$ cat src/rtl/octdrv_pkg.sv
package octdrv_pkg;
  typedef struct packed {
    logic loadStatus;
    logic shiftIn;
    logic commit;
  } strobe_t;
endpackage

$ cat src/rtl/octdrv_sync.sv
module octdrv_sync #(
  parameter int WIDTH = 1,
  parameter int STAGES = 2,
  parameter logic [WIDTH-1:0] RESET_VAL = '0
) (
  input  logic             clk,
  input  logic             rst,
  input  logic [WIDTH-1:0] d,
  output logic [WIDTH-1:0] q
);
  logic [WIDTH-1:0] stage [STAGES];

  for (genvar g = 0; g < STAGES; g++) begin : g_stage
    always_ff @(posedge clk or posedge rst) begin
      if (rst) begin
        stage[g] <= RESET_VAL;
      end else begin
        if (g == 0) stage[g] <= d;
        else        stage[g] <= stage[(g == 0) ? 0 : g-1];
      end
    end
  end

  assign q = stage[STAGES-1];
endmodule

$ cat src/rtl/octdrv_ctrl.sv
module octdrv_ctrl
  import octdrv_pkg::*;
#(
  parameter int NUM_CH = 8
) (
  input  logic    clk,
  input  logic    rst,
  input  logic    csS,
  input  logic    sclkS,
  output strobe_t strb,
  output logic    selected
);
  localparam int CW = $clog2(NUM_CH);

  logic          csPrev, sclkPrev;
  logic [CW-1:0] bitCnt;
  logic          anyBits;
  logic          csFall, csRise, sclkFall;

  assign csFall   = csPrev & ~csS;
  assign csRise   = ~csPrev & csS;
  assign sclkFall = sclkPrev & ~sclkS;
  assign selected = ~csS & ~csPrev;

  always_comb begin
    strb.loadStatus = csFall;
    strb.shiftIn    = sclkFall & selected;
    strb.commit     = csRise & anyBits & (bitCnt == '0);
  end

  always_ff @(posedge clk or posedge rst) begin
    if (rst) begin
      csPrev   <= 1'b1;
      sclkPrev <= 1'b0;
      bitCnt   <= '0;
      anyBits  <= 1'b0;
    end else begin
      csPrev   <= csS;
      sclkPrev <= sclkS;
      if (csFall) begin
        bitCnt  <= '0;
        anyBits <= 1'b0;
      end else if (strb.shiftIn) begin
        bitCnt  <= bitCnt + 1'b1;
        anyBits <= 1'b1;
      end
    end
  end
endmodule

$ cat src/rtl/octdrv_dp.sv
module octdrv_dp
  import octdrv_pkg::*;
#(
  parameter int NUM_CH = 8,
  parameter int NUM_DIRECT = 2
) (
  input  logic                  clk,
  input  logic                  rst,
  input  strobe_t               strb,
  input  logic                  sdiS,
  input  logic [NUM_DIRECT-1:0] dirN,
  input  logic [NUM_CH-1:0]     faultOn,
  input  logic [NUM_CH-1:0]     faultOff,
  output logic [NUM_CH-1:0]     chanEn,
  output logic [NUM_CH-1:0]     latchQ,
  output logic                  sdo
);
  logic [NUM_CH-1:0] shiftQ;
  logic [NUM_CH-1:0] status;

  assign status = (chanEn & faultOn) | (~chanEn & faultOff);
  assign sdo    = shiftQ[NUM_CH-1];

  always_ff @(posedge clk or posedge rst) begin
    if (rst) begin
      shiftQ <= '0;
      latchQ <= '0;
    end else begin
      if (strb.loadStatus)   shiftQ <= status;
      else if (strb.shiftIn) shiftQ <= {shiftQ[NUM_CH-2:0], sdiS};
      if (strb.commit)       latchQ <= shiftQ;
    end
  end

  for (genvar g = 0; g < NUM_CH; g++) begin : g_chan
    if (g < NUM_DIRECT) begin : g_direct
      assign chanEn[g] = ~rst & (latchQ[g] | ~dirN[(g < NUM_DIRECT) ? g : 0]);
    end else begin : g_serial
      assign chanEn[g] = ~rst & latchQ[g];
    end
  end
endmodule

$ cat src/rtl/spi_octal_driver.sv
module spi_octal_driver
  import octdrv_pkg::*;
#(
  parameter int NUM_CH = 8,
  parameter int NUM_DIRECT = 2,
  parameter int SYNC_STAGES = 2
) (
  input  logic                  clk,
  input  logic                  rstN,
  input  logic                  uvRstN,
  input  logic                  csN,
  input  logic                  sclk,
  input  logic                  sdi,
  output logic                  sdo,
  output logic                  sdoOe,
  input  logic [NUM_DIRECT-1:0] dirN,
  input  logic [NUM_CH-1:0]     faultOn,
  input  logic [NUM_CH-1:0]     faultOff,
  output logic [NUM_CH-1:0]     chanEn
);
  logic              rst;
  logic              csS, sclkS, sdiS;
  strobe_t           strb;
  logic [NUM_CH-1:0] latchQ;

  assign rst = ~rstN | ~uvRstN;

  octdrv_sync #(.WIDTH(3), .STAGES(SYNC_STAGES), .RESET_VAL(3'b100)) u_sync (
    .clk(clk), .rst(rst), .d({csN, sclk, sdi}), .q({csS, sclkS, sdiS})
  );

  octdrv_ctrl #(.NUM_CH(NUM_CH)) u_ctrl (
    .clk(clk), .rst(rst), .csS(csS), .sclkS(sclkS), .strb(strb), .selected(sdoOe)
  );

  octdrv_dp #(.NUM_CH(NUM_CH), .NUM_DIRECT(NUM_DIRECT)) u_dp (
    .clk(clk), .rst(rst), .strb(strb), .sdiS(sdiS), .dirN(dirN),
    .faultOn(faultOn), .faultOff(faultOff), .chanEn(chanEn), .latchQ(latchQ), .sdo(sdo)
  );
endmodule

$ cat config.mk
export PLATFORM = sky130hd
export DESIGN_NAME = spi_octal_driver
export DESIGN_NICKNAME = d
export VERILOG_FILES = /design/src/rtl/octdrv_pkg.sv /design/src/rtl/octdrv_sync.sv /design/src/rtl/octdrv_ctrl.sv /design/src/rtl/octdrv_dp.sv /design/src/rtl/spi_octal_driver.sv
export SDC_FILE = /design/constraint.sdc
export NUM_CORES = 1
export LEC_CHECK = 0
export ABC_AREA = 1
export BUFFER_PORTS_ARGS = -buffer_cell sky130_fd_sc_hd__buf_4
export CORE_MARGIN = 2
export CORE_UTILIZATION = 35
export DETAILED_ROUTE_END_ITERATION = 12
export PLACE_DENSITY_LB_ADDON = 0.3
export SLEW_MARGIN = 40
export SYNTH_ARGS = -nofsm -noshare
export SYNTH_HDL_FRONTEND = slang
export SYNTH_SLANG_ARGS = --single-unit
$ cat constraint.sdc
create_clock -name clk -period 1.6 [get_ports clk]
set_clock_uncertainty 0.1 [all_clocks]
set_input_delay 0.32 -clock clk [delete_from_list [all_inputs] [get_ports clk]]
set_output_delay 0.32 -clock clk [all_outputs]
set_load 0.03 [all_outputs]
==> Word-level counts from Yosys, hierarchy flattened <==
Index checks and enable logic that the tools add are counted.
{ "totals": {"reg_bits": 28, "latch_bits": 0, "mem_bits_rw": 0, "rom_bits": 0, "word_cells": 47, "memories": 0} }
{ "classes": {"n_addsub": 1, "n_mul": 0, "n_div": 0, "magnitude_cmp": 0, "eq_ne": 0, "n_shift": 0, "n_mux": 6, "n_bitwise": 30, "n_reduce_logical": 2} }
{ "op_table": {"columns": ["cell", "n"], "rows": [
  ["$and A8 B8 Y8", 2],
  ["$mux W8", 2],
  ["$and A1 B1 Y1", 15],
  ["$not A1 Y1", 8],
  ["$not A8 Y8", 1],
  ["$or A8 B8 Y8", 1],
  ["$mux W3", 2],
  ["$add A3 B1 Y3 const B", 1],
  ["$logic_not A3 Y1", 1],
  ["$or A1 B1 Y1", 3],
  ["$mux W1", 2],
  ["$reduce_bool A2 Y1", 1]
]} }

==> Depth between registers and ports, before layout <==
{ "depth": {"ltp_word": 8, "depth_mapped": 6, "ltp_nobuf": 6} }

==> Cells and area by module <==
Synthesis repeated with hierarchy kept, for this count alone.
{ "unflattened": {"hier_cells": 173, "area_unflattened_um2": 1420.1} }
{ "by_module_without_submodules": {"columns": ["mod", "instances", "cells_per_inst", "area_each_um2", "seq_area_each_um2"], "rows": [
  ["octdrv_dp", 1, 122, 913.4, 400.4],
  ["octdrv_ctrl", 1, 40, 324.1, 151.4],
  ["octdrv_sync", 1, 10, 178.9, 152.6],
  ["spi_octal_driver", 1, 1, 3.8, 0.0]
]} }

==> Worst setup path before layout <==
OpenSTA, ideal clock, no wires.
{ "synth_timing": {"path_type": "in2out", "startpoint": "input port rstN", "endpoint": "output port chanEn[0]", "t_arrival_ns": 1.392, "slack_ns": -0.212, "path_stages": 4, "n_path_buf": 0, "path_cell_list": "nand2_1 -> inv_1 -> nand2_1 -> inv_1"} }
{ "synth_via": {"elab_chain_len": 4} }
{ "synth_rtl": {"columns": ["item", "line", "source"], "rows": [
  ["start, declared", "spi_octal_driver.sv:9", "input logic rstN,"],
  ["$not A1 Y1", "spi_octal_driver.sv:26", "assign rst = ~rstN | ~uvRstN;"],
  ["$or A1 B1 Y1", "spi_octal_driver.sv:26", null],
  ["$not A1 Y1", "octdrv_dp.sv:37", "assign chanEn[g] = ~rst & (latchQ[g] | ~dirN[(g < NUM_DIRECT) ? g : 0]);"],
  ["$and A1 B1 Y1", "octdrv_dp.sv:37", null],
  ["end, declared", "spi_octal_driver.sv:19", "output logic [NUM_CH-1:0] chanEn"]
]} }
Every way passes these cells.

==> Worst setup path after layout <==
{ "layout_timing": {"startpoint": "register u_sync.stage (netlist bit u_sync.q[2])", "endpoint": "output port sdoOe"} }
{ "layout_via": {"elab_chain_len": 2} }
{ "layout_rtl": {"columns": ["item", "line", "source"], "rows": [
  ["start, declared", "octdrv_sync.sv:11", "logic [WIDTH-1:0] stage [STAGES];"],
  ["start signal, assigned by index", "octdrv_sync.sv:19", "else stage[g] <= stage[(g == 0) ? 0 : g-1];"],
  ["$not A1 Y1", "octdrv_ctrl.sv:23", "assign selected = ~csS & ~csPrev;"],
  ["$and A1 B1 Y1", "octdrv_ctrl.sv:23", null],
  ["end, declared", "spi_octal_driver.sv:15", "output logic sdoOe,"]
]} }
Every way passes these cells.

==> metrics.txt <==
outcome finished clean; initial core utilization 0.374; GRT Util Overall 0.130; total CTS buffers 3; worst-path cell chain nor2_4, buf_4; Layout Nets 230; n_diodes 0; Final Max Tran Viols 0; Total Power 1790 µW; Worst Path Buf+Inv 1; CP endpoint kind primary output; sequential power share 0.512; Detailed Route Iter0 Violations 38; CP Max Fanout 4; power per cell area 1000 nW/µm²; vias per cell 4.31; most frequent cell after synthesis inv_1; clk root buf clkbuf_8; critical path required time 1.18 ns; # clock sinks 28; Longest Clk Path Bufs 2; DIE AREA 4520 µm²; io pins 34; top_reg_cell synth dfrtp_1; worst rel slew slack 0.795; Fin. Hold Viols 0; H-tree levels 1; CP max stage cell dfstp_2; min cycle time layout 1.53 ns; Fillers 379; DR vias 1082; Async SR Flop Fraction 1.00; DR pass1 iterations 4; share of cells above drive strength 1 0.330; row cnt 22; Worst Tran Pin Value 0.308 ns; Post-synth top cells inv_1, nand2_1, dfrtp_1; CTS tree done; largest net degree at the start of global routing 25; Clock Latency Late Sink 0.27 ns; area delta synth->final 27.2%; period utilization 0.958; final WL 2630 µm; count of input and output buffers 33; post-CTS setup buffer count 0; Logic pwr share 0.252; Detail Route Antenna Nets 0; Post-route DRC 0; post-detail-place hpwl 1950 µm; Post-CTS Resized 0; number of global-route vias before repair 1021; synthesized area per cell 8.54 µm²; setup slack at placement 0.202 ns; critical path type register to primary output; # hold bufs at CTS 0; RSZ-0062 raised after global routing no; Synth Instances 164; Pint 1250 µW; P_leak 0.000987 µW; setup TNS 0 ns; clock power share 0.236; yosys warns 0; routed len/inst 10.5 µm; Mapped Nets 190; placed cell area 1730 µm²; final setup violation count 0; Final Wtd Congestion 0.709; #FFs+latches synth 28; dominant cell type by area after synthesis dfrtp_1; Syn Std Cell Area 1400 µm²; max incr delay on CP 0.61 ns; IR drop worst, VDD 0.800 mV; Layout Cells excl Fill 251; Die Span X 67.2 µm; GRT overflow 0; Final Worst Setup Slack 0.0668 ns; cell family with most CP delay flip-flops; Post-Place Cells 247; die height 67.2 µm; Max Cap Violations 0; register area share after synthesis 0.503; Post-synth EDFFs 0; clk slew on worst S/H paths 0.08 ns; initial antenna violation count 0; type of origin of the critical path register; area share of the largest cell type after synthesis 0.447; first-pass GRT wire length 4470 µm; Hold WC Path Type primary input to register; Psw 540 µW; Final Instance Area 1780 µm²; switching share of power 0.302; CP arrival 1.11 ns; synth unique cells 19; Area contributors post-synth dfrtp_1, inv_1, nand2_1; FMAX 0.652 GHz; Core Box Area 3740 µm²
## sequential cells by signal, indices dropped and copies added, names as in the netlist
| register | cells |
|---|---|
| u_ctrl.anyBits | 1 |
| u_ctrl.bitCnt | 3 |
| u_ctrl.csPrev | 1 |
| u_ctrl.sclkPrev | 1 |
| u_dp.latchQ | 8 |
| u_dp.shiftQ | 8 |
| u_sync.q | 3 |
| u_sync.stage | 3 |
## kinds of logic after synthesis
family                   Yosys count  share of synthesized area
AO/OA/AOI/OAI                     28                      0.128
XOR/XNOR                           1                    0.00626
adder cells (fa/ha/maj)            2                     0.0179
buffers and inverters             44                      0.134
flip-flops                        28                      0.503
AND/OR/NAND/NOR                   61                      0.211
## layout make-up
class                      count  area, µm²  area share
sequential                    28        704       0.396
clock buffer                   4       55.1      0.0309
multi-input combinational     92        515       0.290
tap                           48       60.1      0.0337
inverter                      41        160      0.0900
timing repair buffer          38        285       0.160
## power groups by stage
stage	clock, µW	combinational [µW]	sequential [µW]
detailed placement	0	460	930
CTS	442	461	916
finish	422	451	916
floorplan	0	317	913
global placement	0	452	927
global route	463	511	935
## per-stage QoR
step | hold slack, ns | utilization
4_1_cts | 0.0456 | 0.476
5_1_grt | 0.0350 | 0.476
3_3_place_gp | 0.239 | 0.461
6_report | 0.0549 | 0.476
3_5_place_dp | 0.241 | 0.461
2_1_floorplan | 0.207 | -
## worst paths after layout
kind	startpoint	cells after the start	end	slack, ns
max	u_sync.q[2]	2	sdoOe	0.07
min	csN	1	u_sync.stage[5]	0.05
max reg2reg	u_ctrl.csPrev	5	u_dp.shiftQ[5]	0.26
min reg2reg	u_sync.stage[3]	0	u_sync.q[0]	0.26
max in group asynchronous	rstN	4	u_ctrl.csPrev	0.94
min in group asynchronous	uvRstN	4	u_dp.shiftQ[0]	0.07
## layout by cell type, fill, tap and decap left out, types with 4 or more instances in the layout
cell type  Yosys  final
nand2_1       27     24
o21ai_0       10     10
a21oi_1        7      7
clkbuf_8       0      4
dfrtp_1       25     25
o21ai_2        8      8
buf_4          0     38
nor2_1         9      9
inv_1         40     37
nand3_1       19     19
## metal layers
layer | share of wire | global-route usage | wire, µm | vias to the layer above
met5 | 0 | 0 | 0 | -
met4 | 0.0046 | 0.0153 | 12 | 0
met3 | 0.054 | 0.0367 | 141 | 2
met2 | 0.46 | 0.225 | 1220 | 23
met1 | 0.48 | 0.167 | 1250 | 473
li1 | - | - | - | 584
Note: power is estimated with default switching activity, not from simulation.
